==> src/rtl/clkdiv_pkg.sv <==
`timescale 1ns/1ps
package clkdiv_pkg;

    // Period controller phases shared by every bank
    typedef enum logic [1:0] {
        S_PARK = 2'd0,
        S_HIGH = 2'd1,
        S_LOW  = 2'd2
    } phase_t;

    // Which ratio set a bank decodes
    typedef enum logic {
        RSET_A = 1'b0,
        RSET_B = 1'b1
    } rset_t;

    localparam int unsigned RATIO_W = 5;

    // Select to ratio (input cycles per output period)
    function automatic logic [RATIO_W-1:0] ratio_of(input rset_t set, input logic [1:0] sel);
        logic [RATIO_W-1:0] r;
        if (set == RSET_A) begin
            unique case (sel)
                2'b00:   r = 5'd4;
                2'b01:   r = 5'd5;
                2'b10:   r = 5'd8;
                default: r = 5'd16;
            endcase
        end else begin
            unique case (sel)
                2'b00:   r = 5'd4;
                2'b01:   r = 5'd8;
                2'b10:   r = 5'd10;
                default: r = 5'd16;
            endcase
        end
        return r;
    endfunction

endpackage

==> src/rtl/clkdiv_ratio_dec.sv <==
`timescale 1ns/1ps
module clkdiv_ratio_dec
    import clkdiv_pkg::*;
#(
    parameter rset_t       RSET  = RSET_A,
    parameter int unsigned LEN_W = 4
) (
    input  logic [1:0]       sel,
    output logic [LEN_W-1:0] hi_len,
    output logic [LEN_W-1:0] lo_len,
    output logic             odd
);

    logic [RATIO_W-1:0] ratio;
    logic [RATIO_W-1:0] half_floor;

    always_comb begin
        ratio      = ratio_of(RSET, sel);
        half_floor = ratio >> 1;
        // High phase takes the floor half, low phase the remainder
        hi_len     = LEN_W'(half_floor);
        lo_len     = LEN_W'(ratio - half_floor);
        odd        = ratio[0];
    end

endmodule

==> src/rtl/clkdiv_bank_fsm.sv <==
`timescale 1ns/1ps
module clkdiv_bank_fsm
    import clkdiv_pkg::*;
#(
    parameter rset_t       RSET  = RSET_A,
    parameter int unsigned LEN_W = 4
) (
    input  logic       clk,
    input  logic       rst,
    input  logic       en,
    input  logic [1:0] sel,
    output logic       phase_out
);

    logic [LEN_W-1:0] dec_hi;
    logic [LEN_W-1:0] dec_lo;
    logic             dec_odd;

    clkdiv_ratio_dec #(
        .RSET  (RSET),
        .LEN_W (LEN_W)
    ) u_dec (
        .sel    (sel),
        .hi_len (dec_hi),
        .lo_len (dec_lo),
        .odd    (dec_odd)
    );

    phase_t           st_q;
    phase_t           st_d;
    logic [LEN_W-1:0] cnt_q;
    logic [LEN_W-1:0] cnt_d;
    logic [LEN_W-1:0] hi_len_q;
    logic [LEN_W-1:0] lo_len_q;
    logic             odd_q;
    logic             load;
    logic             hi_last;
    logic             lo_last;
    logic             hi_q;
    logic             fall_q;

    assign hi_last = (cnt_q == hi_len_q - 1'b1);
    assign lo_last = (cnt_q == lo_len_q - 1'b1);

    // Next-state decode: select and enable are looked at only on start/wrap
    always_comb begin
        st_d  = st_q;
        cnt_d = cnt_q;
        load  = 1'b0;
        unique case (st_q)
            S_PARK: begin
                if (en) begin
                    st_d  = S_HIGH;   // start
                    cnt_d = '0;
                    load  = 1'b1;
                end
            end
            S_HIGH: begin
                if (hi_last) begin
                    st_d  = S_LOW;    // half
                    cnt_d = '0;
                end else begin
                    cnt_d = cnt_q + 1'b1;
                end
            end
            S_LOW: begin
                if (lo_last) begin
                    cnt_d = '0;
                    if (en) begin
                        st_d = S_HIGH; // wrap
                        load = 1'b1;
                    end else begin
                        st_d = S_PARK; // stop
                    end
                end else begin
                    cnt_d = cnt_q + 1'b1;
                end
            end
            default: begin
                st_d  = S_PARK;
                cnt_d = '0;
            end
        endcase
    end

    // State register
    always_ff @(posedge clk or posedge rst) begin
        if (rst) begin
            st_q  <= S_PARK;
            cnt_q <= '0;
        end else begin
            st_q  <= st_d;
            cnt_q <= cnt_d;
        end
    end

    // Period parameters, reloaded only at a boundary
    always_ff @(posedge clk or posedge rst) begin
        if (rst) begin
            hi_len_q <= '0;
            lo_len_q <= '0;
            odd_q    <= 1'b0;
        end else if (load) begin
            hi_len_q <= dec_hi;
            lo_len_q <= dec_lo;
            odd_q    <= dec_odd;
        end
    end

    // Output process: rising-edge phase and its falling-edge copy
    always_ff @(posedge clk or posedge rst) begin
        if (rst) hi_q <= 1'b0;
        else     hi_q <= (st_d == S_HIGH);
    end

    always_ff @(negedge clk or posedge rst) begin
        if (rst) fall_q <= 1'b0;
        else     fall_q <= hi_q;
    end

    assign phase_out = hi_q | (odd_q & fall_q);

    AST_HIGH_CNT_BOUND: assert property (@(posedge clk) disable iff (rst)
        (st_q == S_HIGH) |-> (cnt_q < hi_len_q))
        else $error("high count past its length");

    AST_LEN_HELD: assert property (@(posedge clk) disable iff (rst)
        (st_q == S_HIGH) |=> ($stable(hi_len_q) && $stable(lo_len_q) && $stable(odd_q)))
        else $error("ratio changed inside a period");

    AST_NO_RUNT_STOP: assert property (@(posedge clk) disable iff (rst)
        (st_q == S_HIGH) |=> (st_q != S_PARK))
        else $error("parked out of a high phase");

    AST_DUTY_SPLIT: assert property (@(posedge clk) disable iff (rst)
        (st_q != S_PARK) |-> (odd_q ? (lo_len_q == hi_len_q + 1'b1) : (lo_len_q == hi_len_q)))
        else $error("phase lengths not balanced");

    AST_PARK_QUIET: assert property (@(posedge clk) disable iff (rst)
        (st_q == S_PARK && $past(st_q) == S_PARK) |-> !phase_out)
        else $error("output high while parked");

endmodule

==> src/rtl/clkdiv_fanout.sv <==
`timescale 1ns/1ps
module clkdiv_fanout #(
    parameter int unsigned PAIRS = 2
) (
    input  logic             phase,
    output logic [PAIRS-1:0] q_true,
    output logic [PAIRS-1:0] q_comp
);

    for (genvar i = 0; i < PAIRS; i++) begin : g_pair
        assign q_true[i] = phase;
        assign q_comp[i] = ~phase;
    end

endmodule

==> src/rtl/dual_bank_divider.sv <==
`timescale 1ns/1ps
module dual_bank_divider
    import clkdiv_pkg::*;
#(
    parameter int unsigned A_PAIRS   = 2,
    parameter int unsigned B_PAIRS   = 4,
    parameter int unsigned MAX_RATIO = 16
) (
    input  logic               fast_clk,
    input  logic               hard_rst,
    input  logic [1:0]         ratio_a,
    input  logic [1:0]         ratio_b,
    input  logic               run_a,
    input  logic               run_b,
    output logic [A_PAIRS-1:0] a_true,
    output logic [A_PAIRS-1:0] a_comp,
    output logic [B_PAIRS-1:0] b_true,
    output logic [B_PAIRS-1:0] b_comp
);

    localparam int unsigned LEN_W = $clog2(MAX_RATIO / 2 + 1);

    logic phase_a;
    logic phase_b;

    clkdiv_bank_fsm #(.RSET(RSET_A), .LEN_W(LEN_W)) u_bank_a (
        .clk       (fast_clk),
        .rst       (hard_rst),
        .en        (run_a),
        .sel       (ratio_a),
        .phase_out (phase_a)
    );

    clkdiv_bank_fsm #(.RSET(RSET_B), .LEN_W(LEN_W)) u_bank_b (
        .clk       (fast_clk),
        .rst       (hard_rst),
        .en        (run_b),
        .sel       (ratio_b),
        .phase_out (phase_b)
    );

    clkdiv_fanout #(.PAIRS(A_PAIRS)) u_fan_a (
        .phase  (phase_a),
        .q_true (a_true),
        .q_comp (a_comp)
    );

    clkdiv_fanout #(.PAIRS(B_PAIRS)) u_fan_b (
        .phase  (phase_b),
        .q_true (b_true),
        .q_comp (b_comp)
    );

    AST_RESET_FORCE: assert property (@(posedge fast_clk)
        hard_rst |-> (a_true == '0 && a_comp == '1 && b_true == '0 && b_comp == '1))
        else $error("outputs not forced by reset");

    AST_BANK_UNIFORM: assert property (@(posedge fast_clk) disable iff (hard_rst)
        ((a_true == '0 || a_true == '1) && (b_true == '0 || b_true == '1)))
        else $error("pairs within a bank disagree");

endmodule

==> config.mk <==
export PLATFORM = sky130hd
export DESIGN_NAME = dual_bank_divider
export DESIGN_NICKNAME = d
export VERILOG_FILES = /design/src/rtl/clkdiv_pkg.sv /design/src/rtl/clkdiv_ratio_dec.sv /design/src/rtl/clkdiv_bank_fsm.sv /design/src/rtl/clkdiv_fanout.sv /design/src/rtl/dual_bank_divider.sv
export SDC_FILE = /design/constraint.sdc
export NUM_CORES = 1
export LEC_CHECK = 0
export BUFFER_PORTS_ARGS = -buffer_cell sky130_fd_sc_hd__buf_2
export CAP_MARGIN = 20
export CORE_MARGIN = 10
export CORE_UTILIZATION = 54
export CTS_BUF_LIST = sky130_fd_sc_hd__clkbuf_8
export DETAILED_ROUTE_END_ITERATION = 8
export PLACE_DENSITY = 0.78
export SKIP_LAST_GASP = 1
export SLEW_MARGIN = 40
export SYNTH_ARGS = -nofsm -noshare
export SYNTH_HDL_FRONTEND = slang
export SYNTH_SLANG_ARGS = --single-unit
==> constraint.sdc <==
create_clock -name fast_clk -period 1.8 [get_ports fast_clk]
set_clock_uncertainty 0.1 [all_clocks]
set_input_delay 0.09 -clock fast_clk [delete_from_list [all_inputs] [get_ports fast_clk]]
set_output_delay 0.09 -clock fast_clk [all_outputs]
set_load 0.02 [all_outputs]
After elaboration in Yosys (flattened, before gate mapping)
Index checks and enable logic that the tools add are counted.

storage, ports and cells
  register bits = 34
  latch bits = 0
  RAM bits = 0
  ROM bits = 0
  bits of input ports = 8
  output and inout port bits = 12
  word-level logic and storage cells = 74
  memories = 0

cells by class
  $add $sub $neg = 8
  multiply operators = 0
  divide/modulo/power cells = 0
  order comparisons = 0
  equality and inequality tests = 16
  shifts and indexed selects = 0
  multiplexer cells = 26
  bitwise operators = 6
  reductions and logical operators = 4

operators with widths
  operator               number
  $pmux W5 S3            2
  $mux W4                6
  $pmux W4 S3            2
  $eq A4 B4 Y1           4
  $sub A4 B1 Y4 const B  4
  $eq A2 B1 Y1 const B   6
  $mux W2                6
  $pmux W2 S3            2
  $add A4 B1 Y4 const B  2
  $eq A2 B2 Y1 const B   4
  $logic_not A2 Y1       4
  $sub A4 B4 Y4          2
  $mux W1                6
  $ne A2 B2 Y1 const B   2
  $pmux W1 S2            2
  $and A1 B1 Y1          2
  $not A1 Y1             2
  $or A1 B1 Y1           2

Longest topological paths before layout
  depth in word-level cells = 5
  depth in mapped cells = 7

Modules after synthesis
A second synthesis with hierarchy kept.

unflattened totals
  cell total of the unflattened synthesis = 205
  area, all modules = 2175.8 um^2

modules (own cells, without submodules)
  module                              instances  cells an instance  area an instance (um^2)  seq. area each (um^2)
  clkdiv_bank_fsm                     2          86                 969.7                    425.4
  clkdiv_ratio_dec at u_bank_b.u_dec  1          11                 86.3                     0.0
  clkdiv_ratio_dec at u_bank_a.u_dec  1          10                 67.6                     0.0
  clkdiv_fanout at u_fan_b            1          8                  56.3                     0.0
  clkdiv_fanout at u_fan_a            1          4                  26.3                     0.0

==> run_results.csv <==
group,metric,value,unit
final_layout,layout.nets,229,
clock_network,cts_made_buffers,3,
status,outcome,"finished, violations left",
die,core-area,3030,µm²
yosys,yosysWarnings,0,
global_routing,grt_overflow,0,
critical_path,cp.depth,3,
critical_path,path_delay_family,"flip-flops",
timing,drv_slew,0,
yosys,synth_fp_nets,187,
route,routed-via-count,1258,
timing,layout_setup_ws,-0.324,ns
global_routing,grt_first_pass_wirelength,6.38,mm
route,ant_nets,0,
critical_path,end_kind,"output pin",
critical_path,path_buf_inv,2,
critical_path,startpoint,"u_bank_a.fall_q",
die,die_w,75.8,µm
place,io_buffers,19,
global_routing,grt_use_total,0.147,
die,rows,20,
route,drt-total-wl,3.82,mm
pwr,power.share.switching,0.444,
clock_network,cts_buffer_depth,2,
route,drc,0,
place,place.gp.congestion,0.805,
clock_network,clkTransAtPathRegs,0.08,ns
critical_path,r2r_slack,-0.11,ns
timing,rsz0062_at_grt,"true",
worst_hold_path,hold_path.class,"input port to register",
critical_path,slowest_delay,0.41,ns
critical_path,r2r_end,"u_bank_a.st_q[1]",
yosys,synthArstFlopShare,1.00,
yosys,muxShareOfSynthArea,0.0722,
route,wl_per_cell,15.4,µm
route,routed_via_density,5.09,
route,firstDrtPassIters,4,
final_layout,drive_gt1_frac,0.443,
global_routing,first_global_vias,1351,
critical_path,startpoint_type,"register",
critical_path,critPathRequiredTime,1.61,ns
global_routing,grt_start_max_net_pins,23,
clock_network,root_buffer,"clkbuf_8",
route,drt_iter0_markers,72,
final_layout,instances_no_fill,247,
run,cap_violations,0,
yosys,ys_seq_area_frac,0.342,
die,io_pins,20,
critical_path,rr_startpoint,"u_bank_a.lo_len_q[1]",
yosys,synth_top_area_share,0.327,
die,dieHeight,75.8,µm
yosys,synth_edf_count,0,
status,violations,"negative setup slack",
yosys,synth_flop_cell,"dfrtp_1",
yosys,syn_inst,162,
pwr,p_seq_frac,0.230,
yosys,synth_area,1680,µm²
die,dieArea,5750,µm²
timing,whs,0.0997,ns
yosys,synth_fa_ha_area_frac,0.126,
yosys,synth_top_family_by_area,"simple AND/OR/NAND/NOR gates",
timing,tns,-1.70,ns
yosys,ys_ff_latch,23,
yosys,synth_compound_area_frac,0.127,
pwr,total_power,3.96,mW
clock_network,cts_tree,"yes",
pwr,p_int,2.20,mW
yosys,synth_top_area_cell,"dfrtp_1",
yosys,synthXorXnorAreaFrac,0.106,
place,dpl.hpwl,2.65,mm
critical_path,endpoint,"a_comp[1]",
critical_path,path_max_fanout,3,
place,place_ws,-0.138,ns
timing,hold_viol_final,0,
yosys,avgSynthCellArea,10.4,µm²
pwr,powerDensity,1780,nW/µm²
critical_path,critPathKind,"register to output pin",
pwr,p_switching,1.76,mW
critical_path,path_cells,"a21o_1 -> inv_2 -> buf_6",
critical_path,crit_slowest_cell,"dfrtn_1",
die,initial_core_util,0.555,
timing,relSlewSlack,0.798,
yosys,synth.distinct_cells,38,
worst_hold_path,min_path_cells,4,
yosys,synth_top_cells_by_area,"dfrtp_1 33%, ha_1 13%, buf_4 4.5%, inv_1 4.0%, xnor3_1 4.0%",
timing,worst_pin_slew,0.301,ns
global_routing,antenna_found_initial,0,
critical_path,reg2regPathDepth,8,
clock_network,insertion_delay,0.27,ns
pwr,p_clk_frac,0.082,
pwr,ir_drop,0.738,mV
pwr,p_leak,1.09,nW
critical_path,critPathArrivalTime,1.93,ns
clock_network,cts.sinks,23,
final_layout,area_delta_synth_final,31.8,%
yosys,synthSimpleGateAreaFrac,0.141,
timing,setup_violations,15,
pwr,power_frac_comb,0.688,
final_layout,antennaDiodeCount,0,
place,dp.cells,232,
clock_network,htreeDepth,1,
-- metal layers --
layer	global-route usage	vias to the layer above	share of wire
met4	0.0515	0	0.011
met5	0	-	0
met2	0.291	21	0.59
met3	0.0208	5	0.028
li1	-	626	-
met1	0.150	606	0.37
-- cell type report --
type	instances	area, µm²
Clock inverter	1	5.00
Inverter	18	67.6
Sequential cell	23	576
Fill cell	211	811
Clock buffer	3	41.3
Multi-Input combinational cell	111	1130
Timing Repair Buffer	47	340
Tap cell	44	55.1
-- through the flow --
stage                      util  instance area [µm²]
after floorplan               -                 1690
after global routing      0.732                 2220
after CTS                 0.710                 2150
after detailed placement  0.622                 1880
final                     0.732                 2220
after global placement    0.622                 1880
-- cell usage in the layout, fill, tap and decap left out, types with 2 or more instances in the layout --
cell type and instances:
buf_6 6, o221ai_1 2, a21o_1 4, buf_4 21, nor3_4 2, nor3_2 2
mux2_4 4, inv_1 14, xnor3_1 3, mux2i_1 3, nor3_1 4, buf_2 17
inv_2 4, ha_4 4, o21ai_2 5, o21ai_0 2, a21oi_1 3, xor2_1 3
nor2b_2 2, xor2_2 3, xnor2_2 3, dlygate4sd3_1 3, nand3_1 2, dfrtp_1 22
ha_1 13, nor2b_1 2, clkbuf_8 3, nand2b_1 5, nor2_1 2, o21ai_1 5
nand2_1 14
-- cell usage after synthesis (all sizes together) (3+ instances only) --
cell / n
mux2i: 5
inv: 18
nor2b: 4
nor2: 3
nand2b: 5
buf: 10
a21oi: 3
xnor2: 4
a21o: 4
xnor3: 3
nand3: 4
o221ai: 4
nand2: 14
o21ai: 13
dfrtp: 22
ha: 17
xor2: 6
mux2: 5
nor3: 8
-- flip-flops by register name (all words and copies together), names as in the netlist, 2 cells and up --
name / count
u_bank_a.cnt_q: 4
u_bank_a.lo_len_q: 3
u_bank_a.st_q: 2
u_bank_b.cnt_q: 4
u_bank_b.hi_len_q: 3
u_bank_b.st_q: 2
-- logic make-up after synthesis --
group,count (synthesis)
muxes,10
AOI/OAI and AO/OA,29
buffers and inverters,28
and+or+nand+nor,42
adders and majority gates,17
xor gates and xnor gates,13
DFF,23
-- worst min path at each step --
stage	startpoint	to	slack [ns]
floorplan	hard_rst	u_bank_a.cnt_q[0]	-0.008
global placement	hard_rst	u_bank_b.hi_q	0.07
detailed placement	hard_rst	u_bank_a.lo_len_q[0]	0.09
CTS	ratio_b[0]	u_bank_b.hi_len_q[3]	0.12
global route	ratio_b[0]	u_bank_b.hi_len_q[3]	0.13
finish	run_a	u_bank_a.cnt_q[2]	0.1
-- power groups by stage --
stage / Sequential (mW) / Clock, mW / Combinational (mW)
2_1_floorplan: 0.871 / 0 / 1.58
3_3_place_gp: 0.884 / 0 / 1.97
3_5_place_dp: 0.900 / 0 / 2.08
4_1_cts: 0.897 / 0.332 / 2.54
5_1_grt: 0.935 / 0.354 / 2.93
6_report: 0.910 / 0.324 / 2.72
-- tightest hold or removal path, delay by kind of cell --
family                 cells  cell delay, ns
and+or+nand+nor            2            0.16
buffers and inverters      1            0.13
AOI/OAI and AO/OA          1            0.05
-- what timing repair did --
item | 4_1_cts | 5_1_grt
resized for setup | 30 | 10
setup buffers | 5 | 3
setup endpoints to repair | 22 | 24
pin swaps | 14 | 8
hold endpoints to repair | 25 | 0
hold buffers | 3 | 0
(Power assumes the default switching activity.)
